`src/rtl/nextpc_pkg.sv`:
```
package nextpc_pkg;

   typedef enum logic {
      COND_IF_ZERO    = 1'b0,
      COND_IF_NONZERO = 1'b1
   } br_cond_e;

   function automatic bit is_pow2(input int v);
      return (v > 0) && ((v & (v - 1)) == 0);
   endfunction

   function automatic int log2_floor(input int v);
      int r;
      r = 0;
      while ((1 << (r + 1)) <= v) r++;
      return r;
   endfunction

endpackage

```
`src/rtl/br_zero_detect.sv`:
```
module br_zero_detect #(
   parameter int XLEN  = 32,
   parameter int CHUNK = 8
) (
   input  logic [XLEN-1:0] value,
   output logic            is_nonzero
);
   localparam int NCHUNK = (XLEN + CHUNK - 1) / CHUNK;
   localparam int PADW   = NCHUNK * CHUNK;

   if (XLEN < 1)  begin : g_bad_xlen  $error("XLEN must be positive");  end
   if (CHUNK < 1) begin : g_bad_chunk $error("CHUNK must be positive"); end

   if (XLEN <= CHUNK) begin : g_flat
      assign is_nonzero = |value;
   end else begin : g_tree
      logic [PADW-1:0]   padded;
      logic [NCHUNK-1:0] part;
      assign padded = PADW'(value);
      for (genvar c = 0; c < NCHUNK; c++) begin : g_part
         assign part[c] = |padded[c*CHUNK +: CHUNK];
      end
      assign is_nonzero = |part;
   end
endmodule

```
`src/rtl/br_slot_check.sv`:
```
module br_slot_check #(
   parameter int NSLOT = 5
) (
   input  logic             dec_valid,
   input  logic [NSLOT-1:0] dec_br_slot,
   output logic             slot1_branch,
   output logic             misplaced
);
   if (NSLOT < 1) begin : g_bad_nslot $error("NSLOT must be at least 1"); end

   assign slot1_branch = dec_valid & dec_br_slot[0];

   if (NSLOT > 1) begin : g_multi
      assign misplaced = dec_valid & (|dec_br_slot[NSLOT-1:1]);
   end else begin : g_single
      assign misplaced = 1'b0;
   end
endmodule

```
`src/rtl/br_target_gen.sv`:
```
module br_target_gen #(
   parameter int AW           = 32,
   parameter int OFFW         = 16,
   parameter int BUNDLE_BYTES = 20
) (
   input  logic [AW-1:0]   base_pc,
   input  logic [OFFW-1:0] offset,
   output logic [AW-1:0]   target
);
   import nextpc_pkg::*;

   if (OFFW > AW)         begin : g_bad_offw $error("OFFW must not exceed AW"); end
   if (BUNDLE_BYTES < 1)  begin : g_bad_bb   $error("BUNDLE_BYTES must be positive"); end

   logic signed [AW-1:0] off_ext;
   logic        [AW-1:0] scaled;

   assign off_ext = AW'($signed(offset));

   if (is_pow2(BUNDLE_BYTES)) begin : g_shift
      localparam int SH = log2_floor(BUNDLE_BYTES);
      assign scaled = AW'(off_ext <<< SH);
   end else begin : g_mult
      localparam logic [AW-1:0] SCALE = AW'(BUNDLE_BYTES);
      assign scaled = AW'(off_ext * $signed(SCALE));
   end

   assign target = base_pc + scaled;
endmodule

```
`src/rtl/slot1_branch_nextpc.sv`:
```
module slot1_branch_nextpc #(
   parameter int              AW       = 32,
   parameter int              NSLOT    = 5,
   parameter int              OP_BYTES = 4,
   parameter int              OFFW     = 16,
   parameter int              XLEN     = 32,
   parameter logic [AW-1:0]   RESET_PC = 32'h0000_1000
) (
   input  logic             clk,
   input  logic             rst_n,
   input  logic             stall,
   input  logic             dec_valid,
   input  logic [NSLOT-1:0] dec_br_slot,
   input  logic             dec_br_ne,
   input  logic [OFFW-1:0]  dec_offset,
   input  logic [XLEN-1:0]  dec_rs_val,
   output logic [AW-1:0]    fetch_pc,
   output logic             br_taken,
   output logic             illegal_br
);
   import nextpc_pkg::*;

   localparam int            BUNDLE_BYTES = NSLOT * OP_BYTES;
   localparam logic [AW-1:0] STEP         = AW'(BUNDLE_BYTES);

   if (AW < 2)       begin : g_bad_aw  $error("AW too small"); end
   if (OP_BYTES < 1) begin : g_bad_op  $error("OP_BYTES must be positive"); end

   logic          slot1_br;
   logic          rs_nonzero;
   logic          cond_ok;
   logic [AW-1:0] target_pc;
   logic [AW-1:0] seq_pc;
   logic [AW-1:0] next_pc;
   br_cond_e      cond_kind;

   br_slot_check #(.NSLOT(NSLOT)) u_slots (
      .dec_valid    (dec_valid),
      .dec_br_slot  (dec_br_slot),
      .slot1_branch (slot1_br),
      .misplaced    (illegal_br)
   );

   br_zero_detect #(.XLEN(XLEN), .CHUNK(8)) u_zero (
      .value      (dec_rs_val),
      .is_nonzero (rs_nonzero)
   );

   br_target_gen #(.AW(AW), .OFFW(OFFW), .BUNDLE_BYTES(BUNDLE_BYTES)) u_target (
      .base_pc (fetch_pc),
      .offset  (dec_offset),
      .target  (target_pc)
   );

   assign cond_kind = br_cond_e'(dec_br_ne);

   always_comb begin
      unique case (cond_kind)
         COND_IF_NONZERO: cond_ok = rs_nonzero;
         default:         cond_ok = ~rs_nonzero;
      endcase
   end

   assign br_taken = slot1_br & cond_ok & ~stall;
   assign seq_pc   = fetch_pc + STEP;
   assign next_pc  = br_taken ? target_pc : seq_pc;

   always_ff @(posedge clk) begin
      if (!rst_n)      fetch_pc <= RESET_PC;
      else if (!stall) fetch_pc <= next_pc;
   end

   // a stalled cycle keeps the address and never branches
   a_r7_stall_hold: assert property (@(posedge clk) disable iff (!rst_n)
      stall |=> $stable(fetch_pc));
   a_r7_stall_no_branch: assert property (@(posedge clk) disable iff (!rst_n)
      stall |-> !br_taken);

   // untaken, unstalled cycles advance by exactly one bundle
   a_r2_seq_step: assert property (@(posedge clk) disable iff (!rst_n)
      (!stall && !br_taken) |=> fetch_pc == AW'($past(fetch_pc) + STEP));

   // taken branch lands on delay-slot address plus scaled offset
   a_r4_target: assert property (@(posedge clk) disable iff (!rst_n)
      br_taken |=> fetch_pc == AW'($past(fetch_pc)
                      + AW'($signed($past(dec_offset)) * BUNDLE_BYTES)));

   // a taken branch needs a valid slot-1 branch opcode
   a_r3_taken_needs_slot1: assert property (@(posedge clk) disable iff (!rst_n)
      br_taken |-> (dec_valid && dec_br_slot[0]));

   // misplaced branch flags alone never redirect fetch
   a_r6_misplaced_ignored: assert property (@(posedge clk) disable iff (!rst_n)
      (illegal_br && !dec_br_slot[0] && !stall) |=> fetch_pc == AW'($past(fetch_pc) + STEP));

   // an empty decode stage produces no branch and no flag
   a_r8_invalid_quiet: assert property (@(posedge clk) disable iff (!rst_n)
      !dec_valid |-> (!br_taken && !illegal_br));

   // reset loads the reset address
   a_r1_reset_value: assert property (@(posedge clk)
      !rst_n |=> fetch_pc == RESET_PC);
endmodule

```
`config.mk`:
```
export PLATFORM = sky130hd
export DESIGN_NAME = slot1_branch_nextpc
export DESIGN_NICKNAME = d
export VERILOG_FILES = /design/src/rtl/nextpc_pkg.sv /design/src/rtl/br_zero_detect.sv /design/src/rtl/br_slot_check.sv /design/src/rtl/br_target_gen.sv /design/src/rtl/slot1_branch_nextpc.sv
export SDC_FILE = /design/constraint.sdc
export NUM_CORES = 1
export LEC_CHECK = 0
export BUFFER_PORTS_ARGS = -buffer_cell sky130_fd_sc_hd__buf_4
export CAP_MARGIN = 40
export CORE_MARGIN = 2
export CORE_UTILIZATION = 40
export CTS_BUF_LIST = sky130_fd_sc_hd__clkbuf_4 sky130_fd_sc_hd__clkbuf_8 sky130_fd_sc_hd__clkbuf_16
export DETAILED_ROUTE_END_ITERATION = 10
export PLACE_DENSITY = 0.6
export SLEW_MARGIN = 25
export SYNTH_ARGS = -nofsm -noshare
export SYNTH_HDL_FRONTEND = slang
export SYNTH_HIERARCHICAL = 1
export SYNTH_SLANG_ARGS = --single-unit
```
`constraint.sdc`:
```
create_clock -name clk -period 6.9 [get_ports clk]
set_input_delay 1.38 -clock clk [delete_from_list [all_inputs] [get_ports clk]]
set_output_delay 1.38 -clock clk [all_outputs]
set_load 0.005 [all_outputs]
```
==> results of run 1 <==
[worst max-delay path by stage]
stage | from | endpoint | cells past startpoint
2_1_floorplan | dec_offset[1] | fetch_pc[29]$_SDFFE_PN0N_ | 22
3_3_place_gp | dec_offset[1] | fetch_pc[30]$_SDFFE_PN0N_ | 21
3_5_place_dp | dec_offset[1] | fetch_pc[29]$_SDFFE_PN0N_ | 23
4_1_cts | dec_offset[1] | fetch_pc[29]$_SDFFE_PN0N_ | 23
5_1_grt | dec_offset[1] | fetch_pc[29]$_SDFFE_PN0N_ | 23
6_report | dec_offset[2] | fetch_pc[29]$_SDFFE_PN0N_ | 22
[final cells by class]
type / instances / area [µm²]
Inverter: 20 / 75.1
Clock buffer: 7 / 96.3
Timing Repair Buffer: 98 / 736
Tap cell: 140 / 175
Sequential cell: 32 / 641
Fill cell: 1053 / 5480
Multi-Input combinational cell: 508 / 3590
[synth_stat cells (5+ instances only)]
master	count
ha_1	63
nand2_1	63
a21oi_1	57
nor2_1	40
o21ai_0	33
dfxtp_1	32
xnor2_1	26
nand3_1	23
inv_1	19
clkbuf_1	17
a21o_1	15
nor3_1	13
a31oi_1	11
nand4_1	11
nor4_1	11
xor2_1	10
o21bai_1	7
o21a_1	6
o221ai_1	6
a41o_1	5
and2_1	5
or3_1	5
or4_1	5
[cell families (layout without fill, tap and decap cells)]
group,count (synthesis),after routing,synth area share
AND/OR/NAND/NOR,204,204,0.234
flip-flops,32,32,0.145
buffers and inverters,44,125,0.0405
XOR/XNOR,38,38,0.0802
adder cells (fa/ha/maj),65,65,0.188
AO/OA/AOI/OAI,195,195,0.298
multiplexers,6,6,0.0145
[worst max-delay path, stage by stage]
cell and delay, ns:
buf_4 0.12, ha_1 0.31, ha_1 0.29, a21o_1 0.17, a21oi_1 0.26, o21ai_0 0.12
o311a_1 0.15, a221oi_1 0.41, a211oi_1 0.16, a21oi_1 0.20, xnor2_1 0.09, ha_1 0.36
nand3_1 0.19, nor4b_1 0.34, nand3_1 0.14, a31oi_1 0.22, o21ai_0 0.18, o21a_1 0.24
o21bai_1 0.17, xor2_1 0.17, a22oi_1 0.08, a21oi_1 0.14
[power groups by stage]
| stage | registers (mW) | clock network [mW] | logic [mW] |
|---|---|---|---|
| after floorplan | 0.205 | 0 | 0.275 |
| after global placement | 0.208 | 0 | 0.370 |
| after detailed placement | 0.208 | 0 | 0.375 |
| after CTS | 0.204 | 0.169 | 0.377 |
| after global routing | 0.206 | 0.176 | 0.424 |
| final | 0.204 | 0.166 | 0.379 |
[layer usage]
layer / track usage / part of all wire / routed length [µm] / vias to the layer above
li1: - / - / - / 2369
met1: 0.290 / 0.47 / 5910 / 2165
met2: 0.370 / 0.47 / 5930 / 115
met3: 0.0245 / 0.041 / 515 / 19
met4: 0.0568 / 0.016 / 203 / 0
met5: 0 / 0 / 0 / -
[metrics by stage]
| step | util | worst slack (ns) | hold slack [ns] | power (mW) | area [µm²] |
|---|---|---|---|---|---|
| after global placement | 0.483 | 1.02 | 0.457 | 0.578 | 5210 |
| after CTS | 0.493 | 1.21 | 0.474 | 0.750 | 5320 |
| final | 0.493 | 1.21 | 0.472 | 0.749 | 5320 |
| after floorplan | - | 1.59 | 0.466 | 0.480 | 4410 |
| after detailed placement | 0.484 | 0.887 | 0.465 | 0.583 | 5220 |
| after global routing | 0.493 | 0.753 | 0.499 | 0.806 | 5320 |
==> results.toml, run 1 <==
[routing]
routed_wl_um = 12600
drtPass1Iterations = 4
vias = 4668
avgRoutedWirePerCell_um = 15.6
vias_per_cell = 5.80
drc = 0
drtAntennaViolNets = 0
drt_iter0_drc = 319

[yosys]
yosysSeqAreaShare = 0.145
synth.distinct_cells = 76
synthCells = 584
synth_top_area_cell = "ha_1"
synth_edf_count = 0
yosys_warnings = 6
avgSynthCellArea_um2 = 7.56
ys_ff_latch = 32
async_flop_share = 0
synthesis.area_mm2 = 0.00441
synth-main-ff-cell = "dfxtp_1"
synth_fp_nets = 707
netlist.area_leader.share = 0.179
ys_top_cells_by_area = "ha_1 (18%), dfxtp_1 (15%), a21oi_1 (6.5%), nand2_1 (5.4%), xnor2_1 (5.2%)"

[worst_setup_path]
cp_max_fo = 5
crit_type = "input pin to register"
reg2reg_to = "fetch_pc[30]$_SDFFE_PN0N_"
r2r_cells = 13
r2r-start = "fetch_pc[2]$_SDFFE_PN0N_"
end_kind = "register"
r2r_slack_ns = 3.66
required_ns = 7.11
cp.arrival_ns = 5.91
cp-start-kind = "input pin"

[pwr]
swShare = 0.397
pwr-share-clk = 0.221
seq_power_share = 0.273
p_sw_mw = 0.297
p_int_mw = 0.452
ir_worst_vdd_mv = 0.0607
p_leak_nw = 2.33
combPwrFrac = 0.506
p_per_area_mw_per_mm2 = 141

[cells_and_area]
nNetsFinal = 788
num_antenna_cells = 0
largest_reg_flops = 32
final_cells = 805
synthToLayoutAreaGrowth_pct = 20.5
final_common_cell = "buf_4"
largest_register = "fetch_pc"
drive_gt1_frac = 0.195
mostFrequentLayoutCells = "buf_4 (98), nand2_1 (63), ha_1 (63), a21oi_1 (57), nor2_1 (40)"
largestRegisters = "fetch_pc x32"

[timing]
hold_viol = 0
worstMarginPinSlew_ns = 0.728
max_freq_mhz = 176
max_slew_margin = 0.514
drv_slew = 0
period_share = 0.825
tns_ns = 0
rsz0062_at_grt = "false"
fin_skew_ns = 0.00788
final-setup-viol-count = 0
period_needed_ns = 5.69

[floorplan]
num_io_pins = 92
die_h_um = 109
core-area_mm2 = 0.0108
rows = 38
start_util = 0.409
die-area_mm2 = 0.0119
die_x_um = 109

[global_routing]
antenna_found_initial = 0
overflow = 0
first_global_vias = 4391
grt_max_degree = 48
track_usage = 0.217
grt_pass1_wl_um = 20700

[status]
outcome = "finished clean"

[clocking]
cts-root-buf = "clkbuf_8"
clk_pin_slew_worst_paths_ns = 0.07
clk_path_buf_depth = 2
cts_sinks = 32
insertion_delay_ns = 0.30
cts_inserted_buffers = 5
cts_tree = "built"
cts_hold_buf = 0
cts-resized-gates = 0
htree_levels = 2
post_cts_buffers = 0

[placement]
hpwl_um = 9680
placedCellCount = 798
place_congestion = 0.905
port_buffers = 91

[min_path]
holdCritStartpoint = "fetch_pc[0]$_SDFFE_PN0P_"
hold_end = "fetch_pc[0]$_SDFFE_PN0P_"
min_path_type = "register to register"
whs_path_depth = 2

[run]
cap_viol_max_count = 0
Power figures use the tool's default switching activity.
==> run 2, diff against run 1 <==
--- a/config.mk
+++ b/config.mk
@@ -11,7 +11,7 @@
 export CORE_UTILIZATION = 40
 export CTS_BUF_LIST = sky130_fd_sc_hd__clkbuf_4 sky130_fd_sc_hd__clkbuf_8 sky130_fd_sc_hd__clkbuf_16
 export DETAILED_ROUTE_END_ITERATION = 10
-export PLACE_DENSITY = 0.6
+export PLACE_DENSITY = 0.63
 export SLEW_MARGIN = 25
 export SYNTH_ARGS = -nofsm -noshare
 export SYNTH_HDL_FRONTEND = slang
==> constraint.sdc (replaced) <==
create_clock -name clk -period 5.2 [get_ports clk]
set_input_delay 1.04 -clock clk [delete_from_list [all_inputs] [get_ports clk]]
set_output_delay 1.04 -clock clk [all_outputs]
set_load 0.005 [all_outputs]
==> run 2 against run 1 <==
Global-route usage is 0.66 points higher. Die area stayed put. Register-to-register slack worse by 1.6 ns. Count of clock-buffer cells in the layout stayed put. Hold slack worse by 0.0044 ns. Clock skew is 0.0015 ns higher. Critical path depth stayed put. Utilization is 3.1 points higher. First-iteration DRC count stayed put. Final area is 6.3% higher. Combinational power is 53% higher. Largest cell class unchanged.
==> results.toml, run 2 (synthesis results as in run 1) <==
[placement]
hpwl_um = 9950
placedCellCount = 826
port_buffers = 91
place_congestion = 0.919

[floorplan]
start_util = 0.409
die_x_um = 109
rows = 38
die_h_um = 109
die-area_mm2 = 0.0119
core-area_mm2 = 0.0108
num_io_pins = 92

[routing]
avgRoutedWirePerCell_um = 15.5
vias_per_cell = 5.76
drtAntennaViolNets = 0
met1Wirelength_um = 6170
vias = 4817
routed_wl_um = 13000
met3_wirelength_um = 438
highest_layer = "met4"
drc = 0
drtPass1Iterations = 7
met2_length_um = 6200
drt_iter0_drc = 319

[pwr]
p_per_area_mw_per_mm2 = 199
swShare = 0.376
seq_power_share = 0.241
ir_worst_vdd_mv = 0.111
combPwrFrac = 0.516
p_sw_mw = 0.422
p_int_mw = 0.701
pwr-share-clk = 0.243
p_leak_nw = 2.49
power_mw = 1.12

[timing]
fin_skew_ns = 0.00942
worstMarginPinSlew_ns = 0.736
drv_slew = 0
max_slew_margin = 0.509
final-setup-viol-count = 0
period_share = 0.960
hold_viol = 0
period_needed_ns = 4.99
max_freq_mhz = 200
hold_slack_ns = 0.468

[cells_and_area]
nNetsFinal = 818
mostFrequentLayoutCells = "buf_4 (128), nand2_1 (63), ha_1 (63), a21oi_1 (53), nor2_1 (40)"
largestRegisters = "fetch_pc x32"
largest_register = "fetch_pc"
final_common_cell = "buf_4"
num_antenna_cells = 0
final_cells = 836
nFillCells = 1034
drive_gt1_frac = 0.250
synthToLayoutAreaGrowth_pct = 28.1
largest_reg_flops = 32

[worst_setup_path]
cp-start-kind = "input pin"
cp_max_fo = 4
end_kind = "register"
cp.arrival_ns = 5.16
required_ns = 5.37
crit_type = "input pin to register"

[clocking]
cts-root-buf = "clkbuf_8"
cts_tree = "built"
clk_pin_slew_worst_paths_ns = 0.07
clk_path_buf_depth = 2
cts_hold_buf = 0
cts_sinks = 32
htree_levels = 2
insertion_delay_ns = 0.30
cts_inserted_buffers = 5

[global_routing]
grt_pass1_wl_um = 21700
first_global_vias = 4516
grt_max_degree = 48
track_usage = 0.224
antenna_found_initial = 0
overflow = 0

[min_path]
min_path_type = "register to register"

[status]
outcome = "finished clean"

[run]
cap_viol_max_count = 0
[run 2: through the flow]
stage                     setup TNS [ns]   util  instance area, µm²  setup slack [ns]
final                                  0  0.524                5650             0.208
after global routing             -0.0890  0.524                5650           -0.0394
after CTS                              0  0.515                5560            0.0277
after detailed placement           -1.43  0.504                5440            -0.273
after global placement            -0.669  0.502                5420            -0.135
after floorplan                        0      -                4410             0.227
[run 2: metal layers]
metal	up-vias	global-route usage
met5	-	0
li1	2430	-
met3	12	0.0239
met4	0	0.0595
met2	117	0.370
met1	2258	0.307
[run 2: cell type report]
class / instances / area (µm²) / area share
clock buffers: 7 / 96.3 / 0.0170
clock inverters: 1 / 30.0 / 0.00531
inverters: 20 / 75.1 / 0.0133
multi-input cells: 508 / 3670 / 0.650
flip-flops and latches: 32 / 641 / 0.113
well taps: 140 / 175 / 0.0310
repair buffers: 128 / 961 / 0.170
[run 2: what timing repair did]
action,4_1_cts,5_1_grt
resized for setup,0,17
buffers inserted,0,2
endpoints found under the setup margin,0,12
[run 2: power groups by stage]
stage	logic (mW)	clock network (mW)	registers (mW)
after floorplan	0.365	0	0.272
after global placement	0.541	0	0.276
final	0.579	0.273	0.271
after global routing	0.642	0.287	0.273
after detailed placement	0.552	0	0.276
after CTS	0.557	0.278	0.270
[run 2: worst max-delay path: stages]
cell       delay (ns)
buf_4            0.12
buf_4            0.12
ha_1             0.28
ha_1             0.36
inv_1            0.07
o21ai_0          0.18
o311a_1          0.29
a221oi_4         0.09
a211oi_2         0.26
a21oi_1          0.12
xnor2_1          0.23
ha_1             0.31
buf_4            0.16
a21boi_0         0.11
a41o_1           0.23
o21ai_0          0.24
o21ai_0          0.13
o2111ai_1        0.28
a31oi_1          0.14
xor2_1           0.16
a22oi_1          0.14
o21bai_1         0.08
[run 2: path summary, 6_finish.rpt]
kind | start | end | slack [ns] | cells past startpoint
hold / removal | fetch_pc[0]$_SDFFE_PN0P_ | fetch_pc[0]$_SDFFE_PN0P_ | 0.47 | 2
hold reg to reg | fetch_pc[0]$_SDFFE_PN0P_ | fetch_pc[0]$_SDFFE_PN0P_ | 0.47 | 2
setup reg to reg | fetch_pc[2]$_SDFFE_PN0N_ | fetch_pc[30]$_SDFFE_PN0N_ | 2.04 | 14
setup / recovery | dec_offset[4] | fetch_pc[30]$_SDFFE_PN0N_ | 0.21 | 22
==> run 3, diff against run 2 <==
--- a/config.mk
+++ b/config.mk
@@ -7,11 +7,13 @@
 export LEC_CHECK = 0
 export BUFFER_PORTS_ARGS = -buffer_cell sky130_fd_sc_hd__buf_4
 export CAP_MARGIN = 40
+export CELL_PAD_IN_SITES_DETAIL_PLACEMENT = 0
+export CELL_PAD_IN_SITES_GLOBAL_PLACEMENT = 2
 export CORE_MARGIN = 2
-export CORE_UTILIZATION = 40
+export CORE_UTILIZATION = 29
 export CTS_BUF_LIST = sky130_fd_sc_hd__clkbuf_4 sky130_fd_sc_hd__clkbuf_8 sky130_fd_sc_hd__clkbuf_16
 export DETAILED_ROUTE_END_ITERATION = 10
-export PLACE_DENSITY = 0.63
+export PLACE_DENSITY = 0.77
 export SLEW_MARGIN = 25
 export SYNTH_ARGS = -nofsm -noshare
 export SYNTH_HDL_FRONTEND = slang
==> run 3 against run 2 <==
Sequential share of layout area is 0.46 points lower. Via count grew 0.19%. Clock skew fell by 0.0012 ns. Register-to-register slack about the same. Final area increased by 4.2%. Wire length rose by 8.5%. Sequential power barely moved.
==> results.toml, run 3 (synthesis results as in run 1) <==
[status]
outcome = "finished clean"

[worst_setup_path]
required_ns = 5.35
cp-start-kind = "input pin"
critical_path_buf_inv_count = 4
critPathMostFrequentCell = "ha_1"
end_kind = "register"
cp_top_family = "compound AO/OA/AOI/OAI gates"
max_stage_delay_ns = 0.41
crit_type = "input pin to register"
cp_max_fo = 5
cp.arrival_ns = 5.09
crit_chain = "buf_4 -> ha_1 -> ha_1 -> inv_1 -> fa_2 -> nor2b_2 -> o31ai_4 -> a2111oi_4 -> or2_4 -> o21ai_0 -> nand2b_1 -> xnor2_1 -> ha_1 -> buf_4 -> inv_1 -> o221ai_1 -> a21oi_2 -> a31oi_2 -> o21a_1 -> o2bb2ai_1 -> o22ai_1 -> xnor3_1 -> o21ai_0 -> a31oi_1"
cp.depth = 24
r2r_cells = 15
slowest_stage = "a2111oi_4"

[cells_and_area]
mostFrequentLayoutCells = "buf_4 (138), nand2_1 (63), ha_1 (63), a21oi_1 (51), nor2_1 (40)"
largest_register = "fetch_pc"
num_antenna_cells = 0
largestRegisters = "fetch_pc x32"
largest_reg_flops = 32
drive_gt1_frac = 0.273
synthToLayoutAreaGrowth_pct = 33.5
final_common_cell = "buf_4"
post-route-util = 0.392
nFillCells = 1572
final_cells = 896
nNetsFinal = 830

[clocking]
cts_sinks = 32
clk_pin_slew_worst_paths_ns = 0.06
cts_tree = "built"
insertion_delay_ns = 0.29
cts_inserted_buffers = 5
cts_hold_buf = 0
htree_levels = 2
clk_path_buf_depth = 2
cts-root-buf = "clkbuf_16"

[routing]
avgRoutedWirePerCell_um = 15.7
vias_per_cell = 5.39
routed_wl_um = 14100
drt_iter0_drc = 276
drc = 0
drtPass1Iterations = 4
vias = 4826
drtAntennaViolNets = 0

[timing]
hold_viol = 0
worstMarginPinSlew_ns = 0.759
fin_skew_ns = 0.00820
rsz0062_at_grt = "false"
tns_ns = 0
period_needed_ns = 4.94
max_freq_mhz = 202
hold_slack_ns = 0.466
drv_slew = 0
max_slew_margin = 0.492
final-setup-viol-count = 0
period_share = 0.951

[global_routing]
grt_pass1_wl_um = 23400
antenna_found_initial = 0
track_usage = 0.175
grt_busiest_layer = "met2"
first_global_vias = 4760
met2_usage = 0.295
grt_max_degree = 48
grt_use_met1 = 0.239
overflow = 0
use_met3 = 0.0168

[placement]
place_congestion = 0.839
port_buffers = 91
hpwl_um = 10900
placedCellCount = 884

[pwr]
power_mw = 1.17
p_leak_nw = 2.57
p_per_area_mw_per_mm2 = 199
ir_worst_vdd_mv = 0.118

[run]
cap_viol_max_count = 0

[floorplan]
rows = 45
start_util = 0.294
die_x_um = 127
die_h_um = 127
num_io_pins = 92
die-area_mm2 = 0.0162
core-area_mm2 = 0.0150

[min_path]
min_path_type = "register to register"
whs_path_depth = 2
run 3: report_power, final:
group	switching (mW)	internal (mW)	leakage (nW)	total [mW]
Combinational	0.308	0.295	2.23	0.603
Sequential	0.0176	0.254	0.260	0.271
Clock	0.120	0.176	0.0736	0.297
run 3: per-layer routing:
layer | vias up | wire length [µm]
met5 | - | 0
met4 | 0 | 162
met3 | 9 | 429
met2 | 75 | 6720
met1 | 2287 | 6770
li1 | 2455 | -
run 3: layout make-up:
type | instances | area, µm² | share of cell area
multi-input cells | 508 | 3740 | 0.635
repair buffers | 140 | 1060 | 0.180
flip-flops and latches | 32 | 641 | 0.109
well taps | 188 | 235 | 0.0399
clock buffers | 5 | 125 | 0.0212
inverters | 20 | 75.1 | 0.0127
clock inverters | 3 | 18.8 | 0.00318
run 3: worst min-delay path, cell delays in order, from the launching register on:
cell     delay (ns)
dfxtp_1        0.32
nand2_1        0.05
a21oi_1        0.05
run 3: final timing paths:
check                           start                         to  slack (ns)
max                     dec_offset[3]  fetch_pc[31]$_SDFFE_PN0N_        0.26
min          fetch_pc[0]$_SDFFE_PN0P_   fetch_pc[0]$_SDFFE_PN0P_        0.47
max reg2reg  fetch_pc[2]$_SDFFE_PN0N_  fetch_pc[20]$_SDFFE_PN0N_        2.04
min reg2reg  fetch_pc[0]$_SDFFE_PN0P_   fetch_pc[0]$_SDFFE_PN0P_        0.47
run 3: through the flow:
step	area, µm²	setup slack (ns)
finish	5890	0.255
global route	5890	0.00426
CTS	5720	0.00144
detailed placement	5580	-0.296
global placement	5560	-0.221
floorplan	4410	0.227
run 3: timing repair:
action | 4_1_cts | 5_1_grt
cloned | 0 | 0
setup buffers | 0 | 4
setup endpoints to repair | 1 | 13
resized for setup | 1 | 30
pin swaps | 0 | 18
endpoints found under the hold margin | 0 | 0
